## src/rtl/wprot_pkg.sv

```systemverilog
package wprot_pkg;
  // Decoded addresses; bit positions in the protect register matter to software.
  localparam logic [15:0] PROT_ADDR   = 16'h000A;
  localparam logic [15:0] MODE_ADDR_A = 16'h0004;
  localparam logic [15:0] MODE_ADDR_B = 16'h0005;
  localparam logic [15:0] CLK_ADDR_A  = 16'h0006;
  localparam logic [15:0] CLK_ADDR_B  = 16'h0007;
  localparam logic [15:0] DIR_ADDR    = 16'h03EA;

  localparam int CLK_BIT  = 0;
  localparam int MODE_BIT = 1;
  localparam int DIR_BIT  = 2;
  localparam int PROT_W   = 3;

  // Control-to-datapath strobes.
  typedef struct packed {
    logic loadProt;     // write to protect register this cycle
    logic dropOneShot;  // write elsewhere: consume the one-shot bit
    logic passMode;
    logic passClk;
    logic passDir;
  } protStrobe_t;
endpackage

```

## src/rtl/wprot_ctrl.sv

```systemverilog
module wprot_ctrl
  import wprot_pkg::*;
#(
  parameter int ADDR_W = 16
) (
  input  logic              busWe,
  input  logic [ADDR_W-1:0] busAddr,
  input  logic [PROT_W-1:0] protBits,
  output protStrobe_t       strb
);
  localparam int N_GROUP = 3;

  logic hitProt;
  logic [N_GROUP-1:0] hitGroup;
  logic [N_GROUP-1:0] passGroup;

  assign hitProt = (busAddr == ADDR_W'(PROT_ADDR));

  // Group index equals its protect-bit position.
  assign hitGroup[CLK_BIT]  = (busAddr == ADDR_W'(CLK_ADDR_A)) ||
                              (busAddr == ADDR_W'(CLK_ADDR_B));
  assign hitGroup[MODE_BIT] = (busAddr == ADDR_W'(MODE_ADDR_A)) ||
                              (busAddr == ADDR_W'(MODE_ADDR_B));
  assign hitGroup[DIR_BIT]  = (busAddr == ADDR_W'(DIR_ADDR));

  for (genvar g = 0; g < N_GROUP; g++) begin : gGate
    assign passGroup[g] = busWe && hitGroup[g] && protBits[g];
  end

  always_comb begin
    strb             = '0;
    strb.loadProt    = busWe && hitProt;
    strb.dropOneShot = busWe && !hitProt;
    strb.passMode    = passGroup[MODE_BIT];
    strb.passClk     = passGroup[CLK_BIT];
    strb.passDir     = passGroup[DIR_BIT];
  end
endmodule

```

## src/rtl/wprot_dpath.sv

```systemverilog
module wprot_dpath
  import wprot_pkg::*;
#(
  parameter int DATA_W = 8
) (
  input  logic              clk,
  input  logic              rstN,
  input  protStrobe_t       strb,
  input  logic [DATA_W-1:0] busWdata,
  output logic [PROT_W-1:0] protBits,
  output logic [DATA_W-1:0] protRdata
);
  logic [PROT_W-1:0] protQ;
  logic [PROT_W-1:0] protD;
  wire unusedWdataHi = ^busWdata[DATA_W-1:PROT_W];

  always_comb begin
    protD = protQ;
    if (strb.loadProt) begin
      protD = busWdata[PROT_W-1:0];          // new value beats auto-clear
    end else if (strb.dropOneShot) begin
      protD[DIR_BIT] = 1'b0;                 // sticky bits untouched
    end
  end

  always_ff @(posedge clk or negedge rstN) begin
    if (!rstN) protQ <= '0;
    else       protQ <= protD;
  end

  assign protBits  = protQ;
  assign protRdata = {{(DATA_W-PROT_W){1'b0}}, protQ};
endmodule

```

## src/rtl/wprot_top.sv

```systemverilog
module wprot_top
  import wprot_pkg::*;
#(
  parameter int ADDR_W = 16,
  parameter int DATA_W = 8
) (
  input  logic              clk,
  input  logic              rstN,
  input  logic              busWe,
  input  logic [ADDR_W-1:0] busAddr,
  input  logic [DATA_W-1:0] busWdata,
  output logic [DATA_W-1:0] protRdata,
  output logic              modeWe,
  output logic              clkWe,
  output logic              dirWe
);
  protStrobe_t       strb;
  logic [PROT_W-1:0] protBits;

  wprot_ctrl #(.ADDR_W(ADDR_W)) ctrl_i (
    .busWe   (busWe),
    .busAddr (busAddr),
    .protBits(protBits),
    .strb    (strb)
  );

  wprot_dpath #(.DATA_W(DATA_W)) dpath_i (
    .clk      (clk),
    .rstN     (rstN),
    .strb     (strb),
    .busWdata (busWdata),
    .protBits (protBits),
    .protRdata(protRdata)
  );

  assign modeWe = strb.passMode;
  assign clkWe  = strb.passClk;
  assign dirWe  = strb.passDir;
endmodule

```

## config.mk

```make
export PLATFORM = sky130hd
export DESIGN_NAME = wprot_top
export DESIGN_NICKNAME = d
export VERILOG_FILES = /design/src/rtl/wprot_pkg.sv /design/src/rtl/wprot_ctrl.sv /design/src/rtl/wprot_dpath.sv /design/src/rtl/wprot_top.sv
export SDC_FILE = /design/constraint.sdc
export NUM_CORES = 1
export LEC_CHECK = 0
export BUFFER_PORTS_ARGS = -buffer_cell sky130_fd_sc_hd__buf_4
export CAP_MARGIN = 20
export CORE_AREA = 2 2 39 41
export DETAILED_ROUTE_END_ITERATION = 10
export DIE_AREA = 0 0 41 43
export SLEW_MARGIN = 10
export SYNTH_ARGS = -nofsm -noshare
export SYNTH_HDL_FRONTEND = slang
export SYNTH_SLANG_ARGS = --single-unit
```

## constraint.sdc

```tcl
create_clock -name clk -period 1.5 [get_ports clk]
set_input_delay 0.15 -clock clk [delete_from_list [all_inputs] [get_ports clk]]
set_output_delay 0.15 -clock clk [all_outputs]
set_load 0.005 [all_outputs]
```

Word level (Yosys, flattened, before mapping)
Index checks and enable logic that the tools add are counted.
{"block": "op_classes", "n_eq_ne": 6, "muxes": 2, "n_reduce_logical": 12}
{"operator": "$eq A16 B3 Y1 const B", "n": 4}
{"operator": "$eq A16 B10 Y1 const B", "n": 1}
{"operator": "$eq A16 B4 Y1 const B", "n": 1}
{"operator": "$logic_and A1 B1 Y1", "n": 8}
{"operator": "$logic_or A1 B1 Y1", "n": 2}
{"operator": "$mux W1", "n": 2}
{"operator": "$reduce_bool A2 Y1", "n": 1}
{"operator": "$logic_not A1 Y1", "n": 1}
{"block": "word_totals", "reg_bits": 3, "input_bits": 27, "out_inout_bits": 11, "word_cells": 22}

Depth between registers and ports, before layout
Gate-level depths: netlist of the first run.
{"block": "depth", "ltp_word": 5, "ltp_mapped": 4, "mapped_depth_nobuf": 4}

By module
From an unflattened synthesis of the first run, not the netlist that was laid out.
{"block": "unflattened", "hier_cells": 35, "hier_area_um2": 300.3}
{"module": "wprot_dpath", "n_inst": 1, "cells_per_inst": 16, "area_per_inst_um2": 175.2, "seq_area_each_um2": 75.1}
{"module": "wprot_ctrl", "n_inst": 1, "cells_per_inst": 19, "area_per_inst_um2": 125.1, "seq_area_each_um2": 0.0}

Least setup slack after synthesis of the first run
No wires, ideal clock.
{"block": "synth_path", "kind": "in2out", "from": "in busAddr[4]", "to": "out modeWe", "arrival_time_ns": 1.144, "t_required_ns": 1.350, "slack_ns": 0.206, "path_stages": 4, "n_path_buf": 0, "path_cell_list": "nor4_4 nand4_1 or3b_1 nor3b_2"}
{"block": "synth_via", "elab_chain_cells": 4, "elab_cells_between_ends": 5, "cone_classes": "eq/ne: 2; reduce/logical: 3"}
{"element": "start, declared", "line": "wprot_top.sv:10", "source": "input logic [ADDR_W-1:0] busAddr,"}
{"element": "$eq A16 B3 Y1 (on tied branches)", "line": "wprot_ctrl.sv:22, wprot_ctrl.sv:23"}
{"element": "$logic_or A1 B1 Y1 *", "line": "wprot_ctrl.sv:22", "source": "assign hitGroup[MODE_BIT] = (busAddr == ADDR_W'(MODE_ADDR_A)) ||"}
{"element": "$logic_and A1 B1 Y1 * (2 in series)", "line": "wprot_ctrl.sv:27", "source": "assign passGroup[g] = busWe && hitGroup[g] && protBits[g];"}
{"element": "end, declared", "line": "wprot_top.sv:13", "source": "output logic modeWe,"}
Mark *: on every way between the ends. The rest lies on a longest branch, timed or not.

Final worst setup path of the first run
{"block": "layout_path", "from": "in busAddr[13]", "to": "out modeWe"}
The elaborated chain is that of the path after synthesis.

==> results by group, run 1 <==
Timing
  • Hold WS: 126.0 ps
  • Setup violators final: 1
  • Final WS setup: -37.95 ps
  • Max Clock Skew: 0 ps
  • Setup TNS: -37.95 ps
  • Final period util: 102.5%
  • Crit path time final: 1538 ps
  • Max Clk Rate: 650.2 MHz
  • RSZ-0062 raised after global routing: yes
  • Max Slew Vio Count: 0
  • Final hold vios: 0

Synthesis
  • Post-synthesis xor/xnor area fraction: 0%
  • Synth warnings: 0
  • Cells after Synth: 30
  • Post-Synth Adder-Cell Area: 0%
  • Cell area after synthesis: 284.0 µm²
  • Synth area leaders: dfrtp_1 26%, buf_4 13%, nor4b_4 8.4%
  • Synth area leader: dfrtp_1
  • Area share of the largest cell type after synthesis: 26.43%
  • Sequential-to-total area share from yosys stat: 26.43%
  • Cell variety after synth: 17
  • Mux contribution to synthesized area: 7.930%
  • Largest family of logic cells by synthesized area: simple AND/OR/NAND/NOR gates
  • Simple-gate share of the synthesized area: 47.58%
  • Post-synthesis compound-gate area fraction: 2.203%
  • Synthesis-stage register bit count: 3
  • Syn Area/Cell: 9.467 µm²

Floorplanning
  • Die width: 41 µm
  • Total I/O pin count: 38
  • Die area: 0.001763 mm²
  • Total core area: 0.001384 mm²
  • Row count: 14
  • Chip height: 43 µm
  • Initial Util: 20.52%

Drt
  • Initial DRT Pass Iterations: 4
  • Vias: 334
  • DR iter-0 viols: 3
  • Post-route ant nets: 0
  • Via density: 4.228
  • # DRC: 0
  • WL per Instance: 9.709 µm
  • Routed WL: 767 µm

Cells and area
  • Most frequent cells in the layout: 25 x buf_4, 5 x conb_1, 4 x nand2_1, 4 x buf_6
  • Fin cells: 79
  • Fraction of layout cells with a size suffix above 1: 61.90%
  • Max reg flops: 3
  • Commonest non-fill, non-tap cell in the layout: buf_4
  • Fin nets: 91
  • Synth-to-layout area growth: 94.71%
  • Diode count: 0

Worst setup path
  • Startpoint types: input port
  • Worst setup EP type: primary output
  • Critical path type: input port to primary output
  • Critical Path RT: 1350 ps
  • Worst-path fanout max: 2
  • Worst EP arrival: 1390 ps

Power and ir drop
  • Sequential share of power: 27.9%
  • Overall power: 0.2917 mW
  • Pwr Density: 527.5 mW/mm²
  • Clk pwr share: 47.2%
  • LEAKAGE: 0.2612 nW
  • Peak VDD IR: 172.4 µV
  • Combinational share of power: 24.9%
  • Sw Share: 21.51%
  • Internal power component: 0.2290 mW
  • Psw: 0.06276 mW

Outcome
  • Violated checks: setup timing
  • Status: complete, but fails checks

Global routing
  • First-pass GRT wire length: 1152 µm
  • GRT Total Usage: 9.639%
  • Vias in the first global route: 323
  • Pin count of the biggest net entering global routing: 4
  • Gr ovfl total: 0
  • Initial antenna violation count: 0

CTS
  • Num CTS Buffers: 3
  • Later-pin clock latency in the skew report: 230 ps
  • Root buf cell: clkbuf_4
  • # clock sinks: 3
  • CTS tree: yes
  • Clock slew at reported path FFs: 30 ps
  • Clock tree buffer depth: 2
  • H-tree depth: 1

Placement
  • Port buffer count: 27
  • Placed cell count: 72
  • Pre-CTS setup slack: -105.3 ps
  • Global placement routability congestion: 0.6792

Flow run
  • MaxCap Viol Count: 0

Min path
  • Hold crit path type: input port to register
-- metrics by stage --
| step | instance area [µm²] | utilization (%) |
|---|---|---|
| finish | 553.0 | 39.96 |
| global route | 553.0 | 39.96 |
| CTS | 541.8 | 39.15 |
| detailed placement | 484.2 | 34.99 |
| global placement | 484.2 | 34.99 |
| floorplan | 299.0 | - |
-- worst max-delay path: stages --
cell     delay [ps]
buf_6           100
nor4_4          280
nand4_1         160
or3b_4          410
nor3b_2         160
buf_4           130
-- logic make-up after synthesis --
| kind of cell | count (synthesis) |
|---|---|
| mux | 2 |
| flops | 3 |
| other cells | 1 |
| simple gates | 17 |
| buf+inv | 6 |
| compound gates | 1 |
-- path summary, 6_finish.rpt --
check	slack, ps	end	startpoint	depth (start not counted)
worst max-delay path	-40	modeWe	busAddr[13]	6
worst min-delay path	130	dpath_i.protBits[2]	busWe	2
worst max register to register	750	dpath_i.protBits[0]	dpath_i.protBits[0]	1
worst min register to register	530	dpath_i.protBits[1]	dpath_i.protBits[1]	1
max in group asynchronous	1160	dpath_i.protBits[0]	rstN	2
min in group asynchronous	250	dpath_i.protBits[2]	rstN	2
-- cell type report --
type                       instances  area (µm²)
multi-input combinational         25       185.2
fill                             145       830.8
sequential                         3       75.07
timing repair buffer              30       242.7
tap                               16       20.02
inverter                           1       3.754
clock buffer                       4       26.28
-- Yosys cell counts --
cell type / number
dfrtp_1: 3
mux2_2: 2
or3b_1: 1
nor3_1: 1
nand3_1: 1
nor4bb_1: 1
nand4_1: 2
nor4b_4: 1
conb_1: 1
nor3b_2: 1
nor3_2: 1
nor2_1: 3
buf_4: 5
nor4_4: 1
nand2_1: 4
o22ai_1: 1
inv_1: 1
-- timing repair --
item,in CTS,in global routing
gates resized for setup,4,1
hold endpoints to repair,3,0
pin swaps,5,1
hold buffers,1,0
setup buffers,1,1
setup endpoints to repair,2,2
-- power groups by stage --
stage,Sequential [mW],Combinational (mW),Clock [mW]
6_report,0.0815,0.0725,0.138
2_1_floorplan,0.0825,0.0210,0
5_1_grt,0.0813,0.0792,0.153
3_3_place_gp,0.0824,0.0634,0
4_1_cts,0.0814,0.0709,0.144
3_5_place_dp,0.0824,0.0647,0
-- layer usage --
layer  GRT usage (%)  routed length [µm]
met5               0                   0
met4           8.000                   0
met3          0.5236                  61
met2           15.63                 432
met1           10.61                 274
No activity file was read; power rests on OpenSTA's default activity.
==> run 2: changes to the inputs <==
--- a/config.mk
+++ b/config.mk
@@ -7,9 +7,9 @@
 export LEC_CHECK = 0
 export BUFFER_PORTS_ARGS = -buffer_cell sky130_fd_sc_hd__buf_4
 export CAP_MARGIN = 20
-export CORE_AREA = 2 2 39 41
+export CORE_AREA = 5 5 42 44
 export DETAILED_ROUTE_END_ITERATION = 10
-export DIE_AREA = 0 0 41 43
+export DIE_AREA = 0 0 47 49
 export SLEW_MARGIN = 10
 export SYNTH_ARGS = -nofsm -noshare
 export SYNTH_HDL_FRONTEND = slang
==> run 2 against run 1 <==
The flow still finishes with violations (setup timing). Final area increased by 7.5%. Count of clock-buffer cells in the layout is the same. Flip-flop and latch count unchanged. Critical path type unchanged. Global-route usage decreased by 1.5 points. Wire length up 22%. Die area increased by 31%.
==> results by group, run 2 (synthesis results as in run 1) <==
Floorplanning
  • Row count: 14
  • Die width: 47 µm
  • Total core area: 0.001401 mm²
  • Chip height: 49 µm
  • Total I/O pin count: 38
  • Die area: 0.002303 mm²
  • Initial Util: 20.27%

Timing
  • Setup violators final: 1
  • Final hold vios: 0
  • Max Clock Skew: 0 ps
  • Setup TNS: -8.378 ps
  • Hold WS: 130.5 ps
  • Max Slew Vio Count: 0
  • RSZ-0062 raised after global routing: yes
  • Crit path time final: 1508 ps
  • Final period util: 100.6%
  • Final WS setup: -8.378 ps
  • Max Clk Rate: 663.0 MHz

Worst setup path
  • Worst setup EP type: primary output
  • Worst-path fanout max: 2
  • Worst EP arrival: 1360 ps
  • Critical path type: input port to primary output
  • Critical Path RT: 1350 ps
  • Startpoint types: input port
  • Reg2Reg Depth: 1

Global routing
  • Vias in the first global route: 334
  • Pin count of the biggest net entering global routing: 4
  • Gr ovfl total: 0
  • GRT Total Usage: 8.186%
  • First-pass GRT wire length: 1366 µm
  • Initial antenna violation count: 0

Drt
  • Routed WL: 933 µm
  • Via density: 4.048
  • # DRC: 0
  • DR iter-0 viols: 0
  • Vias: 336
  • Initial DRT Pass Iterations: 1
  • Met1 WL: 251 µm
  • Post-route ant nets: 0
  • Met3 WL: 91 µm
  • Metal2 WL: 590 µm
  • WL per Instance: 11.24 µm
  • DR top layer: met3

Min path
  • Cells on Worst Hold Path: 2
  • Hold crit path type: input port to register

Power and ir drop
  • Internal power component: 0.2308 mW
  • Sw Share: 22.38%
  • Clk pwr share: 47.6%
  • Combinational share of power: 25.0%
  • Sequential share of power: 27.4%
  • Pwr Density: 500.4 mW/mm²
  • Psw: 0.06656 mW
  • Peak VDD IR: 301.8 µV
  • LEAKAGE: 0.2803 nW

Cells and area
  • Fin nets: 95
  • Multi-input logic area: 192.7 µm²
  • Synth-to-layout area growth: 109.3%
  • Fraction of layout cells with a size suffix above 1: 67.16%
  • Max reg flops: 3
  • Diode count: 0
  • Commonest non-fill, non-tap cell in the layout: buf_4
  • Fin util: 42.41%
  • Post-route cell area: 594.3 µm²
  • Most frequent cells in the layout: 28 x buf_4, 5 x conb_1, 5 x buf_6, 4 x nand2_1
  • # fillers: 156
  • Register Area: 75.07 µm²

CTS
  • Root buf cell: clkbuf_4
  • H-tree depth: 1
  • Num CTS Buffers: 3
  • Clock tree buffer depth: 2
  • Clock slew at reported path FFs: 40 ps
  • CTS tree: yes
  • # clock sinks: 3
  • Later-pin clock latency in the skew report: 230 ps

Outcome
  • Violated checks: setup timing
  • Status: complete, but fails checks

Placement
  • Port buffer count: 27
  • Pre-CTS setup slack: -98.86 ps
  • DP Wirelength: 758.4 µm
  • DP Area: 506.7 µm²
  • Global placement routability congestion: 0.5624

Flow run
  • MaxCap Viol Count: 0
## run 2: changes by cell type in the layout (fill, tap and decap cells not counted), sizes merged
cell  previous run  this run
buf             29        33
## run 2: stage by stage
| stage | cells | total power [mW] |
|---|---|---|
| after floorplan | 34 | 0.1035 |
| after global placement | 75 | 0.1466 |
| after detailed placement | 75 | 0.1476 |
| after CTS | 82 | 0.3041 |
| after global routing | 83 | 0.3232 |
| final | 83 | 0.2974 |
## run 2: power groups by stage
stage               clock network (mW)  logic, mW  registers [mW]
finish                           0.142     0.0744          0.0814
global route                     0.161     0.0808          0.0813
CTS                              0.150     0.0723          0.0814
detailed placement                   0     0.0651          0.0824
global placement                     0     0.0642          0.0824
floorplan                            0     0.0210          0.0825
## run 2: per-layer routing
layer	vias up	global-route usage, %
li1	172	-
met1	153	6.858
met2	11	15.84
met3	0	2.214
met4	0	4.147
met5	-	0
## run 2: path summary, 6_finish.rpt
path | from | end | slack, ps
setup / recovery | busAddr[4] | modeWe | -8
hold / removal | busWe | dpath_i.protBits[2] | 130
setup reg to reg | dpath_i.protBits[0] | dpath_i.protBits[0] | 720
hold reg to reg | dpath_i.protBits[1] | dpath_i.protBits[1] | 540
max in group asynchronous | rstN | dpath_i.protBits[1] | 1170
min in group asynchronous | rstN | dpath_i.protBits[2] | 240
## run 2: what timing repair did
item | CTS | global route
pin swaps | 5 | 3
hold buffers | 1 | 0
resized for setup | 5 | 3
hold endpoints to repair | 3 | 0
setup buffers | 2 | 1
setup endpoints to repair | 2 | 2
## run 2: final cells by class
class                   instances  area share [%]
inverters                       1          0.6316
multi-input cells              25           32.42
flip-flops and latches          3           12.63
clock buffers                   4           4.421
well taps                      16           3.368
repair buffers                 34           46.53
## run 2: worst max-delay path, stage by stage
cell	delay (ps)
buf_6	90
nor4_4	280
nand4_1	150
or3b_4	410
nor3b_2	150
buf_4	130
==> run 3: changes to the inputs <==
--- a/config.mk
+++ b/config.mk
@@ -10,6 +10,7 @@
 export CORE_AREA = 5 5 42 44
 export DETAILED_ROUTE_END_ITERATION = 10
 export DIE_AREA = 0 0 47 49
+export SETUP_SLACK_MARGIN = 0.15
 export SLEW_MARGIN = 10
 export SYNTH_ARGS = -nofsm -noshare
 export SYNTH_HDL_FRONTEND = slang
==> run 3 against run 2 <==
The run still ends with setup timing left. Sequential power hardly changed. Combinational power hardly changed. Sequential share of layout area stayed put. Setup slack worse by 1.1 ps. First-iteration DRC count stayed put. Global-route usage is 0.071 points higher. Clock skew stayed put. Via count stayed put. Wire length is 0.32% higher. Count of clock-buffer cells in the layout stayed put. Critical path depth stayed put. Critical path type unchanged. Final area stayed put.
==> results by group, run 3 (synthesis results as in run 1) <==
Worst setup path
  • Critical Path RT: 1350 ps
  • Worst setup EP type: primary output
  • Startpoint types: input port
  • Slowest-stage cell, CP: or3b_4
  • Worst EP arrival: 1360 ps
  • Crit-path max cell delay: 410 ps
  • Cell Chain, Critical Path: buf_6 > nor4_4 > nand4_1 > or3b_4 > nor3b_2 > buf_4
  • Worst-path fanout max: 2
  • Critical path type: input port to primary output

CTS
  • CTS tree: yes
  • H-tree depth: 1
  • Later-pin clock latency in the skew report: 230 ps
  • Clock tree buffer depth: 2
  • # clock sinks: 3
  • Num CTS Buffers: 3
  • Root buf cell: clkbuf_4
  • Clock slew at reported path FFs: 40 ps

Drt
  • Initial DRT Pass Iterations: 1
  • Vias: 336
  • Post-route ant nets: 0
  • Via density: 4.048
  • # DRC: 0
  • DR iter-0 viols: 0
  • WL per Instance: 11.28 µm
  • Routed WL: 936 µm

Cells and area
  • Synth-to-layout area growth: 109.3%
  • Most frequent cells in the layout: 28 x buf_4, 5 x conb_1, 5 x buf_6, 4 x nand2_1
  • Fin nets: 95
  • Max reg flops: 3
  • Commonest non-fill, non-tap cell in the layout: buf_4
  • Fraction of layout cells with a size suffix above 1: 67.16%
  • Fin util: 42.41%
  • Diode count: 0

Power and ir drop
  • Clk pwr share: 47.6%
  • Combinational share of power: 25.0%
  • LEAKAGE: 0.2803 nW
  • Peak VDD IR: 301.8 µV
  • Pwr Density: 500.4 mW/mm²
  • Psw: 0.06656 mW
  • Internal power component: 0.2308 mW
  • Sequential share of power: 27.4%
  • Sw Share: 22.38%

Timing
  • Max Slew Vio Count: 0
  • Final hold vios: 0
  • RSZ-0062 raised after global routing: yes
  • Crit path time final: 1510 ps
  • Max Clk Rate: 662.5 MHz
  • Final WS setup: -9.514 ps
  • Setup violators final: 1
  • Final period util: 100.6%
  • Max Clock Skew: 0 ps

Min path
  • Hold crit path type: input port to register

Outcome
  • Violated checks: setup timing
  • Status: complete, but fails checks

Floorplanning
  • Initial Util: 20.27%
  • Die width: 47 µm
  • Row count: 14
  • Total core area: 0.001401 mm²
  • Chip height: 49 µm
  • Total I/O pin count: 38
  • Die area: 0.002303 mm²

Global routing
  • GRT Total Usage: 8.257%
  • First-pass GRT wire length: 1380 µm
  • Pin count of the biggest net entering global routing: 4
  • Gr ovfl total: 0
  • Initial antenna violation count: 0
  • Vias in the first global route: 339

Placement
  • Global placement routability congestion: 0.5624
  • Pre-CTS setup slack: -98.86 ps
  • DP Wirelength: 758.4 µm
  • Port buffer count: 27

Flow run
  • MaxCap Viol Count: 0
[run 3: cell counts in the layout (fill, tap and decap cells not counted)]
No cell type changed its count.
[run 3: worst paths after layout]
check | start | endpoint | slack [ps] | cells past startpoint
worst max-delay path | busAddr[4] | modeWe | -10 | 6
worst min-delay path | busWe | dpath_i.protBits[2] | 130 | 2
worst max register to register | dpath_i.protBits[0] | dpath_i.protBits[0] | 720 | 1
worst min register to register | dpath_i.protBits[1] | dpath_i.protBits[1] | 540 | 1
max in group asynchronous | rstN | dpath_i.protBits[1] | 1170 | 2
min in group asynchronous | rstN | dpath_i.protBits[2] | 240 | 2
[run 3: cell type report]
| class | count | area (µm²) |
|---|---|---|
| fillers | 156 | 807.0 |
| inverters | 1 | 3.754 |
| well taps | 16 | 20.02 |
| flip-flops and latches | 3 | 75.07 |
| multi-input cells | 25 | 192.7 |
| clock buffers | 4 | 26.28 |
| repair buffers | 34 | 276.5 |
[run 3: stage by stage]
stage               area [µm²]  hold slack (ps)  setup TNS (ps)  instances  total power, mW
floorplan                299.0           -145.6               0         34           0.1035
global placement         506.7           -59.92          -115.0         75           0.1466
detailed placement       506.7           -58.44          -119.7         75           0.1476
CTS                      575.6            126.0          -16.90         82           0.3041
global route             594.3            123.5          -188.6         83           0.3232
finish                   594.3            130.5          -9.514         83           0.2974
[run 3: power by group through the flow]
stage	Combinational [mW]	Clock (mW)	Sequential [mW]
global route	0.0808	0.161	0.0813
global placement	0.0642	0	0.0824
finish	0.0744	0.142	0.0814
detailed placement	0.0651	0	0.0824
floorplan	0.0210	0	0.0825
CTS	0.0723	0.150	0.0814
[run 3: routing by layer]
layer	up-vias	global-route usage, %	routed length [µm]
met5	-	0	0
met4	0	4.147	0
met3	0	2.214	91
met2	11	15.84	591
met1	153	7.080	254
li1	172	-	-
[run 3: timing repair]
action | 4_1_cts | 5_1_grt
cloned | 0 | 0
pin swaps | 6 | 3
endpoints found under the setup margin | 3 | 3
endpoints found under the hold margin | 3 | 0
hold buffers | 1 | 0
buffers inserted | 2 | 1
resized for setup | 5 | 3
[run 3: critical path: cells and delay by family]
family	cells	cell delay, ps
simple gates	4	990
buf+inv	2	220
